$ cat config.mk
export PLATFORM = sky130hd
export DESIGN_NAME = pcx_irq_unit
export DESIGN_NICKNAME = d
export VERILOG_FILES = /design/src/rtl/pcx_irq_pkg.sv /design/src/rtl/pcx_sync.sv /design/src/rtl/pcx_edge_det.sv /design/src/rtl/pcx_ext_sense.sv /design/src/rtl/pcx_irq_unit.sv
export SDC_FILE = /design/constraint.sdc
export NUM_CORES = 1
export LEC_CHECK = 0
export BUFFER_PORTS_ARGS = -buffer_cell sky130_fd_sc_hd__buf_2
export CAP_MARGIN = 15
export CORE_MARGIN = 2
export CORE_UTILIZATION = 35
export CTS_CLUSTER_DIAMETER = 120
export DETAILED_ROUTE_END_ITERATION = 10
export GPL_ROUTABILITY_DRIVEN = 0
export PLACE_DENSITY = 0.59
export SYNTH_ARGS = -nofsm -noshare
export SYNTH_HDL_FRONTEND = slang
export SYNTH_HIERARCHICAL = 1
export SYNTH_SLANG_ARGS = --single-unit
export TNS_END_PERCENT = 30
$ cat constraint.sdc
create_clock -name clk -period 2.64 [get_ports clk]
set_input_delay 0.528 -clock clk [delete_from_list [all_inputs] [get_ports clk]]
set_output_delay 0.528 -clock clk [all_outputs]
set_load 0.005 [all_outputs]
$ cat src/rtl/pcx_irq_pkg.sv
package pcx_irq_pkg;

    localparam int FLAG_W  = 8;
    localparam int PC_BIT  = 5;
    localparam int EXT_BIT = 6;
    localparam int VEC_W   = 2;

    localparam logic [VEC_W-1:0] VEC_NONE = 2'd0;
    localparam logic [VEC_W-1:0] VEC_EXT  = 2'd1;
    localparam logic [VEC_W-1:0] VEC_PC   = 2'd2;

    typedef enum logic [1:0] {
        SENSE_LOW  = 2'b00,
        SENSE_ANY  = 2'b01,
        SENSE_FALL = 2'b10,
        SENSE_RISE = 2'b11
    } sense_e;

    typedef struct packed {
        logic pc_flag;
        logic ext_flag;
    } flag_state_t;

endpackage

$ cat src/rtl/pcx_sync.sv
// Two-stage synchronizer for a vector of asynchronous inputs.
module pcx_sync #(
    parameter int W = 1
) (
    input  logic         clk,
    input  logic         rst_n,
    input  logic [W-1:0] async_i,
    output logic [W-1:0] sync_o
);
    logic [W-1:0] meta_q, meta_d;
    logic [W-1:0] sync_q, sync_d;

    always_comb begin
        meta_d = async_i;
        sync_d = meta_q;
    end

    always_ff @(posedge clk or negedge rst_n) begin
        if (!rst_n) begin
            meta_q <= '0;
            sync_q <= '0;
        end else begin
            meta_q <= meta_d;
            sync_q <= sync_d;
        end
    end

    assign sync_o = sync_q;
endmodule

$ cat src/rtl/pcx_edge_det.sv
// Compares each synchronized bit against its previous sample.
module pcx_edge_det #(
    parameter int W = 1
) (
    input  logic         clk,
    input  logic         rst_n,
    input  logic [W-1:0] cur_i,
    output logic [W-1:0] rise_o,
    output logic [W-1:0] fall_o
);
    logic [W-1:0] prev_q, prev_d;

    always_comb begin
        prev_d = cur_i;
    end

    always_ff @(posedge clk or negedge rst_n) begin
        if (!rst_n) prev_q <= '0;
        else        prev_q <= prev_d;
    end

    assign rise_o = cur_i & ~prev_q;
    assign fall_o = ~cur_i & prev_q;
endmodule

$ cat src/rtl/pcx_ext_sense.sv
// Turns the synchronized external line into an event or a level request.
module pcx_ext_sense
    import pcx_irq_pkg::*;
(
    input  sense_e mode_i,
    input  logic   level_i,
    input  logic   rise_i,
    input  logic   fall_i,
    output logic   evt_o,
    output logic   lvl_req_o
);
    always_comb begin
        evt_o     = 1'b0;
        lvl_req_o = 1'b0;
        unique case (mode_i)
            SENSE_LOW:  lvl_req_o = ~level_i;
            SENSE_ANY:  evt_o     = rise_i | fall_i;
            SENSE_FALL: evt_o     = fall_i;
            SENSE_RISE: evt_o     = rise_i;
            default:    evt_o     = 1'b0;
        endcase
    end
endmodule

$ cat src/rtl/pcx_irq_unit.sv
module pcx_irq_unit
    import pcx_irq_pkg::*;
#(
    parameter int LO_W = 4,
    parameter int HI_W = 7
) (
    input  logic                    clk,
    input  logic                    rst_n,
    input  logic [LO_W+HI_W-1:0]    pin_i,
    input  logic [LO_W+HI_W-1:0]    alt_i,
    input  logic [1:0]              grp_en_i,
    input  logic                    ext_i,
    input  logic [1:0]              sense_i,
    input  logic                    ext_en_i,
    input  logic                    gie_i,
    input  logic                    wr_en_i,
    input  logic [FLAG_W-1:0]       wr_data_i,
    input  logic                    ack_i,
    input  logic [VEC_W-1:0]        ack_vec_i,
    output logic [FLAG_W-1:0]       flags_o,
    output logic                    irq_o,
    output logic [VEC_W-1:0]        irq_vec_o
);
    localparam int NPIN = LO_W + HI_W;
    localparam int SW   = NPIN + 1;   // pins plus external line

    sense_e            mode;
    logic [SW-1:0]     sync_v, rise_v, fall_v;
    logic [NPIN-1:0]   pin_chg, grp_mask;
    logic              ext_level, ext_evt, ext_lvl_req;
    logic              pc_set, ext_set, pc_clr, ext_clr;
    logic              pc_req, ext_req;
    flag_state_t       st_q, st_d;
    logic              unused_wr;

    assign mode      = sense_e'(sense_i);
    assign unused_wr = ^{wr_data_i[FLAG_W-1:EXT_BIT+1], wr_data_i[PC_BIT-1:0]};

    pcx_sync #(.W(SW)) u_sync (
        .clk     (clk),
        .rst_n   (rst_n),
        .async_i ({ext_i, pin_i}),
        .sync_o  (sync_v)
    );

    pcx_edge_det #(.W(SW)) u_edge (
        .clk    (clk),
        .rst_n  (rst_n),
        .cur_i  (sync_v),
        .rise_o (rise_v),
        .fall_o (fall_v)
    );

    assign ext_level = sync_v[NPIN];

    pcx_ext_sense u_sense (
        .mode_i    (mode),
        .level_i   (ext_level),
        .rise_i    (rise_v[NPIN]),
        .fall_i    (fall_v[NPIN]),
        .evt_o     (ext_evt),
        .lvl_req_o (ext_lvl_req)
    );

    // Per-pin group enable: low indices follow bit 0, the rest bit 1.
    for (genvar i = 0; i < NPIN; i++) begin : g_mask
        if (i < LO_W) begin : g_lo
            assign grp_mask[i] = grp_en_i[0];
        end else begin : g_hi
            assign grp_mask[i] = grp_en_i[1];
        end
    end

    assign pin_chg = rise_v[NPIN-1:0] | fall_v[NPIN-1:0];

    always_comb begin
        st_d    = st_q;
        pc_set  = |(pin_chg & grp_mask & ~alt_i);
        ext_set = ext_evt;
        pc_clr  = (wr_en_i & wr_data_i[PC_BIT])  | (ack_i & (ack_vec_i == VEC_PC));
        ext_clr = (wr_en_i & wr_data_i[EXT_BIT]) | (ack_i & (ack_vec_i == VEC_EXT));

        // A set on the same edge as a clear wins.
        st_d.pc_flag = pc_set | (st_q.pc_flag & ~pc_clr);
        if (mode == SENSE_LOW) st_d.ext_flag = 1'b0;
        else                   st_d.ext_flag = ext_set | (st_q.ext_flag & ~ext_clr);
    end

    always_ff @(posedge clk or negedge rst_n) begin
        if (!rst_n) st_q <= '0;
        else        st_q <= st_d;
    end

    always_comb begin
        flags_o          = '0;
        flags_o[PC_BIT]  = st_q.pc_flag;
        flags_o[EXT_BIT] = st_q.ext_flag;

        pc_req  = gie_i & (|grp_en_i) & st_q.pc_flag;
        ext_req = gie_i & ext_en_i &
                  ((mode == SENSE_LOW) ? ext_lvl_req : st_q.ext_flag);

        irq_o = ext_req | pc_req;
        if (ext_req)     irq_vec_o = VEC_EXT;
        else if (pc_req) irq_vec_o = VEC_PC;
        else             irq_vec_o = VEC_NONE;
    end
endmodule

; Word-level counts from Yosys, hierarchy flattened
; Cells that the tools add are included.
; Widths: inputs -> output; s select.
[totals]
ff_bits = 38
output_inout_bits = 11
input_bits = 43
[classes]
mux = 5
n_bitwise = 27
reduce_logical = 3
n_eq_ne = 5
[op_table]
columns = cell, count
row1 = $and 12x12->12, 2
row2 = $not 12->12, 2
row3 = $and 11x11->11, 2
row4 = $not 11->11, 1
row5 = $or 11x11->11, 1
row6 = $reduce_or 11->1, 1
row7 = $and 1x1->1, 10
row8 = $eq 2x2->1 const B, 3
row9 = $or 1x1->1, 6
row10 = $eq 2x1->1 const B, 2
row11 = $mux 2, 2
row12 = $not 1->1, 3
row13 = $pmux 1 s3, 1
row14 = $logic_not 2->1, 1
row15 = $mux 1, 2
row16 = $reduce_or 2->1, 1

; Logic depth before layout (Yosys ltp)
; Gate-level depths: netlist of the first run.
[depth]
word_depth = 7
ltp_mapped = 5
ltp_nobuf = 5

; By module
; Netlist of the first run, hierarchy kept.
[modules_own_cells]
columns = module, cells_each, instances, seq_area_each_um2, area_per_inst_um2
row1 = pcx_sync, 24, 1, 600.6, 600.6
row2 = pcx_edge_det, 36, 1, 300.3, 510.5
row3 = pcx_irq_unit, 44, 1, 50.0, 275.3
row4 = pcx_ext_sense, 3, 1, 0.0, 22.5

; Least setup slack after synthesis of the first run
; OpenSTA, ideal clock, no wires.
[synth_path]
path_type = input port to output port
startpoint = input port sense_i[1]
endpoint = output port irq_vec_o[0]
arrival_time_ns = 1.079
t_required_ns = 2.112
cell_stages = 4
slack_ns = 1.033
path_buffers = 1
cell_sequence = nor2_1 -> mux2i_1 -> nor2_1 -> buf_4
[synth_via]
elab_chain_cells = 4
[synth_rtl]
columns = item, line_no
row1 = from (decl), pcx_irq_unit.sv:13  ; input logic [1:0] sense_i,
row2 = $logic_not 2->1, "pcx_ext_sense.sv:15, pcx_irq_unit.sv:101"
row3 = $mux 1, pcx_irq_unit.sv:101  ; ((mode == SENSE_LOW) ? ext_lvl_req : st_q.ext_flag);
row4 = $and 1x1->1, pcx_irq_unit.sv:100  ; ext_req = gie_i & ext_en_i &
row5 = net ext_req, pcx_irq_unit.sv:32  ; logic pc_req, ext_req;
row6 = $mux 2, pcx_irq_unit.sv:104  ; if (ext_req) irq_vec_o = VEC_EXT;
row7 = to (decl), pcx_irq_unit.sv:22  ; output logic [VEC_W-1:0] irq_vec_o
; The timed path passes the listed nets, and every way through them passes these cells.

; Worst setup path in the final report of the first run
[layout_path]
startpoint = input port sense_i[1]
endpoint = output port irq_vec_o[1]
[layout_via]
elab_chain_cells = 4
[layout_rtl]
columns = item, line_no
row1 = $logic_not 2->1, "pcx_ext_sense.sv:15, pcx_irq_unit.sv:101"
row2 = $mux 1, pcx_irq_unit.sv:101
row3 = $and 1x1->1, pcx_irq_unit.sv:100
row4 = $mux 2, pcx_irq_unit.sv:104
; No other way between the ends.

==> metrics.csv, run 1 <==
metric;value;unit
first-pass GRT wire length;3581;um
Worst slew margin;46.09;%
largest net degree at the start of global routing;39;
CTS tree;built;
placed cell areas;0.001643;mm2
Tmin final;1.906;ns
Critical Path Start Type;primary input;
hold slack;0.3320;ns
crit end category;output pin;
leakage;0.8605;nW
diodes inserted;0;
CP max stage delay;0.27;ns
Fin. Hold Viols;0;
final setup fails;0;
aggregate global-route resource usage;11.38;%
vias in the first global route;858;
Pre-antenna DRT Iters;2;
Slew Viols, Final;0;
Core ar.;0.003943;mm2
Max-Cap Viols;0;
#FFs+latches synth;38;
register area share after synthesis;67.50;%
initial antenna violation count;0;
RSZ-0062 raised after global routing;false;
max frequency;524.8;MHz
via count;891;
DIE WIDTH;67.45;um
Syn Inst Count;107;
Avg Vias per Cell;4.368;
Die ar.;0.004549;mm2
Iter 0 DRT Violations;30;
Clock Path Buffers;2;
IO Pins;54;
Post-Place Cells;196;
fin cells;204;
post-route ant nets;0;
worst-skew pair later-pin latency;0.28;ns
total setup buffers inserted after CTS;0;
worst vdd ir;0.0004644;V
Pwr per Cell Area;648.0;mW/mm2
Post-CTS Resized;0;
Cell variety after synth;17;
global route overflow;0;
area of the mapped netlist;0.001409;mm2
CTS Buf Count;5;
Root Driver;clkbuf_8;
synthesis-to-finish area growth;23.09;%
crit path cell chain;buf_2 -> nor2_1 -> mux2i_1 -> nor2_1 -> nor2_1 -> buf_2;
Fin Setup TNS;0;ns
H-tree depth;2;
status;completed;
Slew @ Worst Pin;0.8087;ns
ratio of cells with drive above 1 in the final layout;46.75;%
YS warnings;6;
Final nets;196;
drt total wl;2259;um
clk_skew;0.004766;ns
# hold bufs at CTS;0;
Req. time, crit path;2.11;ns
most numerous cell on the critical path;nor2_1;
number of cell rows;23;
CTS sink cnt;38;
worst r2r src;u_sync/sync_o[4]$_DFF_PN0_;
HPWL Detailed;1750;um
Crit Path Class;primary input to output pin;
Post-Route Utilization;43.99;%
Initial Util;35.73;%
Setup crit start;sense_i[1];
crit share post-route;72.18;%
die height;67.45;um
drt drc;0;
Avg Inst Size Synth;13.17;um2
Critical-path top delay cell;mux2i_1;
arrival time worst endpoint;1.38;ns
Crit Path Max Fanout;3;
Design Area, Final;0.001734;mm2
Buffers on Ports;41;
wire per inst;11.07;um
clock transition at the registers of the reported paths;0.07;ns
worst hold path type;primary input to async pin;
-- stage by stage --
stage               worst slack, ns  total power [mW]
floorplan                     1.033            0.6900
global placement             0.7514            0.7358
detailed placement           0.7359            0.7419
CTS                          0.7191             1.147
global route                 0.6418             1.180
finish                       0.7344             1.124
-- worst max-delay path: cells and delay by family --
family	cells	cell delay (ns)
AND/OR/NAND/NOR	3	0.36
buffers and inverters	2	0.23
multiplexers	1	0.27
-- flip-flops by register name (all words and copies together), names as in the netlist --
name / cells
u_edge/prev_q: 12
u_sync/meta_q: 12
flags_o: 2
u_sync/sync_o: 12
-- metal layers --
| layer | vias to the layer above | GRT usage [%] | part of all wire, % |
|---|---|---|---|
| li1 | 433 | - | - |
| met1 | 423 | 12.03 | 40 |
| met2 | 31 | 18.32 | 51 |
| met3 | 4 | 5.500 | 6.3 |
| met4 | 0 | 6.888 | 2.3 |
| met5 | - | 0 | 0 |
-- cell families after synthesis --
| group | synth area share (%) |
|---|---|
| AND/OR/NAND/NOR | 21.49 |
| flip-flops | 67.50 |
| AO/OA/AOI/OAI | 5.684 |
| buffers and inverters | 3.730 |
| XOR/XNOR | 0.6218 |
| multiplexers | 0.7105 |
| other | 0.2662 |
-- where the power goes --
part	switching, mW	internal, mW
Sequential	0.0144	0.614
Combinational	0.0452	0.0542
Clock	0.186	0.210
Total	0.245	0.878
-- path summary, 6_finish.rpt --
check                                                   to  slack (ns)  depth (start not counted)
worst max register to register        flags_o[5]$_DFF_PN0_        1.18                          5
worst min register to register  u_sync/sync_o[4]$_DFF_PN0_        0.35                          0
min in group clk                u_sync/meta_q[6]$_DFF_PN0_        0.35                          1
worst max-delay path                          irq_vec_o[1]        0.73                          6
worst min-delay path            u_sync/meta_q[6]$_DFF_PN0_        0.33                          1
max in group asynchronous       u_edge/prev_q[0]$_DFF_PN0_        1.79                          1
-- layout make-up --
type,instances,area [um2]
fillers,374,2208
flip-flops and latches,38,950.9
multi-input cells,67,424.2
repair buffers,41,205.2
clock buffers,7,86.33
well taps,50,62.56
clock inverters,1,5.005
-- synth_stat cells, drive strengths merged --
library cell,number,area (um2)
xor2,1,8.760
conb,1,3.750
buf,7,52.55
and2b,24,210.2
o21ai,2,10.01
dfrtp,38,950.9
nand2,4,15.01
nand3b,1,7.510
nand3,1,5.000
o22ai,5,31.28
o41ai,1,8.760
nor2,16,60.06
nor3,1,5.000
mux2i,1,10.01
o211ai,2,15.01
a31oi,1,6.260
a22o,1,8.760
-- cell usage in the layout (no fill, tap or decap), types with 2 or more instances in the layout --
cell type / count
nor2_1: 16
and2b_2: 24
conb_1: 6
buf_2: 41
clkbuf_8: 6
o211ai_1: 2
dfrtp_1: 38
nand2_1: 4
o21ai_0: 2
o22ai_1: 5
(Power assumes the default switching activity.)
==> run 2, diff against run 1 <==
Clock period 2.64 ns to 1.9 ns, I/O delays scaled along.
==> run 2 against run 1 <==
Compared with the run above:
- via count down 3.5%
- worst setup slack got worse by 0.51 ns
- critical path type is now flip-flop to output pin
- sequential power rose by 39%
==> metrics.csv, run 2 (synthesized netlist as in run 1, its figures left out) <==
metric;value;unit;change
crit end category;output pin;;
CP top delay family;flip-flops;;
placed cell areas;0.001643;mm2;unchanged
Fin. Hold Viols;0;;unchanged
max frequency;595.0;MHz;
Slew @ Worst Pin;0.8037;ns;-0.004971 ns
busiest grt layer;met2;;
worst r2r src;u_edge/prev_q[4]$_DFF_PN0_;;
most frequent cells in the layout;41 x buf_2, 38 x dfrtp_1, 24 x and2b_2;;
Critical Path Stages;5;;-1
Max-Cap Viols;0;;unchanged
Worst Setup EP;irq_vec_o[1];;
worst r2r path cells;5;;unchanged
Post-CTS Resized;0;;unchanged
crit share post-route;88.45;%;
Fin Setup TNS;0;ns;unchanged
Design Area, Final;0.001755;mm2;+1.2%
ratio of cells with drive above 1 in the final layout;47.06;%;+0.31 points
worst hold path type;primary input to async pin;;
H-tree depth;2;;unchanged
Req. time, crit path;1.52;ns;-0.59 ns
worst-skew pair later-pin latency;0.28;ns;about the same
M2 GR Usage;18.32;%;unchanged
Iter 0 DRT Violations;34;;+13%
aggregate global-route resource usage;11.37;%;about the same
HPWL Detailed;1738;um;-0.73%
clock transition at the registers of the reported paths;0.07;ns;about the same
most common cell after layout, fill and taps aside;buf_2;;
leakage;0.8695;nW;+1.1%
global route overflow;0;;unchanged
crit path cell chain;nor3_1 -> mux2i_1 -> nor2_1 -> nor2_1 -> buf_2;;
CTS Buf Count;5;;unchanged
arrival time worst endpoint;1.30;ns;-0.08 ns
synthesis-to-finish area growth;24.60;%;
number of cell rows;23;;unchanged
total setup buffers inserted after CTS;0;;unchanged
die height;67.45;um;unchanged
via count;860;;-3.5%
clk_skew;0.007136;ns;+0.002371 ns
Worst R2R Setup Slack;0.47;ns;-0.71 ns
worst vdd ir;0.0006229;V;+34%
# hold bufs at CTS;0;;unchanged
diodes inserted;0;;unchanged
final setup fails;0;;unchanged
Pre-antenna DRT Iters;2;;unchanged
met1 usage;13.10;%;+1.1 points
Pwr per Cell Area;959.0;mW/mm2;+48%
Core ar.;0.003943;mm2;unchanged
post-route ant nets;0;;unchanged
CTS tree;built;;
status;completed;;
Worst slew margin;46.42;%;+0.33 points
drt drc;0;;unchanged
Buffers on Ports;41;;unchanged
initial antenna violation count;0;;unchanged
Die ar.;0.004549;mm2;unchanged
Crit Path Max Fanout;4;;+1
r2r endpoint;flags_o[5]$_DFF_PN0_;;
DIE WIDTH;67.45;um;unchanged
wire per inst;11.08;um;about the same
Initial Util;35.73;%;unchanged
Worst Path Buf+Inv;1;;-1
drt total wl;2249;um;-0.44%
largest net degree at the start of global routing;39;;unchanged
most numerous cell on the critical path;nor2_1;;
Setup crit start;u_sync/sync_o[11]$_DFF_PN0_;;
Critical Path Start Type;flip-flop;;
CP max stage delay;0.41;ns;+0.14 ns
Tmin final;1.681;ns;
vias in the first global route;881;;+2.7%
IO Pins;54;;unchanged
Crit Path Class;flip-flop to output pin;;
RSZ-0062 raised after global routing;false;;
first-pass GRT wire length;3650;um;+1.9%
Root Driver;clkbuf_8;;
Final nets;196;;unchanged
Slew Viols, Final;0;;unchanged
met3 usage;4.833;%;-0.67 points
CTS sink cnt;38;;unchanged
Avg Vias per Cell;4.236;;-3.0%
Critical-path top delay cell;dfrtp_1;;
Clock Path Buffers;2;;unchanged
## run 2: worst reg2reg max path: stages, from the launching register on
cell	delay, ns
dfrtp_1	0.38
and2b_2	0.19
nor2_1	0.11
o22ai_1	0.09
o41ai_1	0.42
nand3_1	0.11
## run 2: stage by stage
stage               util [%]  worst slack (ns)  hold WS (ns)  total power, mW  std cells
global placement       41.67            0.3144        0.3328            1.022        196
CTS                    44.53            0.2138        0.1882            1.718        203
finish                 44.53            0.2194        0.1838            1.683        203
floorplan                  -            0.5894       0.08441           0.9587        112
detailed placement     41.67            0.3073        0.3347            1.030        196
global route           44.53            0.1378        0.1842            1.776        203
## run 2: area by class of cell
| class | instances | area, um2 |
|---|---|---|
| fill | 371 | 2187 |
| clock inverter | 1 | 30.03 |
| multi-input combinational | 67 | 424.2 |
| timing repair buffer | 41 | 205.2 |
| clock buffer | 6 | 82.58 |
| sequential | 38 | 950.9 |
| tap | 50 | 62.56 |
## run 2: worst min path at each step
stage | from | slack (ns) | cells after the start | endpoint
after floorplan | rst_n | 0.08 | 0 | flags_o[5]$_DFF_PN0_
after global placement | u_sync/meta_q[10]$_DFF_PN0_ | 0.33 | 0 | u_sync/sync_o[10]$_DFF_PN0_
after detailed placement | u_sync/meta_q[0]$_DFF_PN0_ | 0.33 | 0 | u_sync/sync_o[0]$_DFF_PN0_
after CTS | pin_i[6] | 0.19 | 1 | u_sync/meta_q[6]$_DFF_PN0_
after global routing | pin_i[10] | 0.18 | 1 | u_sync/meta_q[10]$_DFF_PN0_
final | rst_n | 0.18 | 1 | u_edge/prev_q[10]$_DFF_PN0_
## run 2: layer usage
| metal | vias up | part of all wire [%] |
|---|---|---|
| met3 | 2 | 8.0 |
| met1 | 398 | 40 |
| li1 | 428 | - |
| met2 | 32 | 51 |
| met4 | 0 | 0.76 |
| met5 | - | 0 |
## run 2: power breakdown
| group | switching [mW] | leakage [nW] | internal (mW) |
|---|---|---|---|
| clock | 0.254 | 0.0573 | 0.420 |
| combinational | 0.0620 | 0.370 | 0.0753 |
| sequential | 0.0204 | 0.442 | 0.853 |
| total | 0.336 | 0.870 | 1.35 |
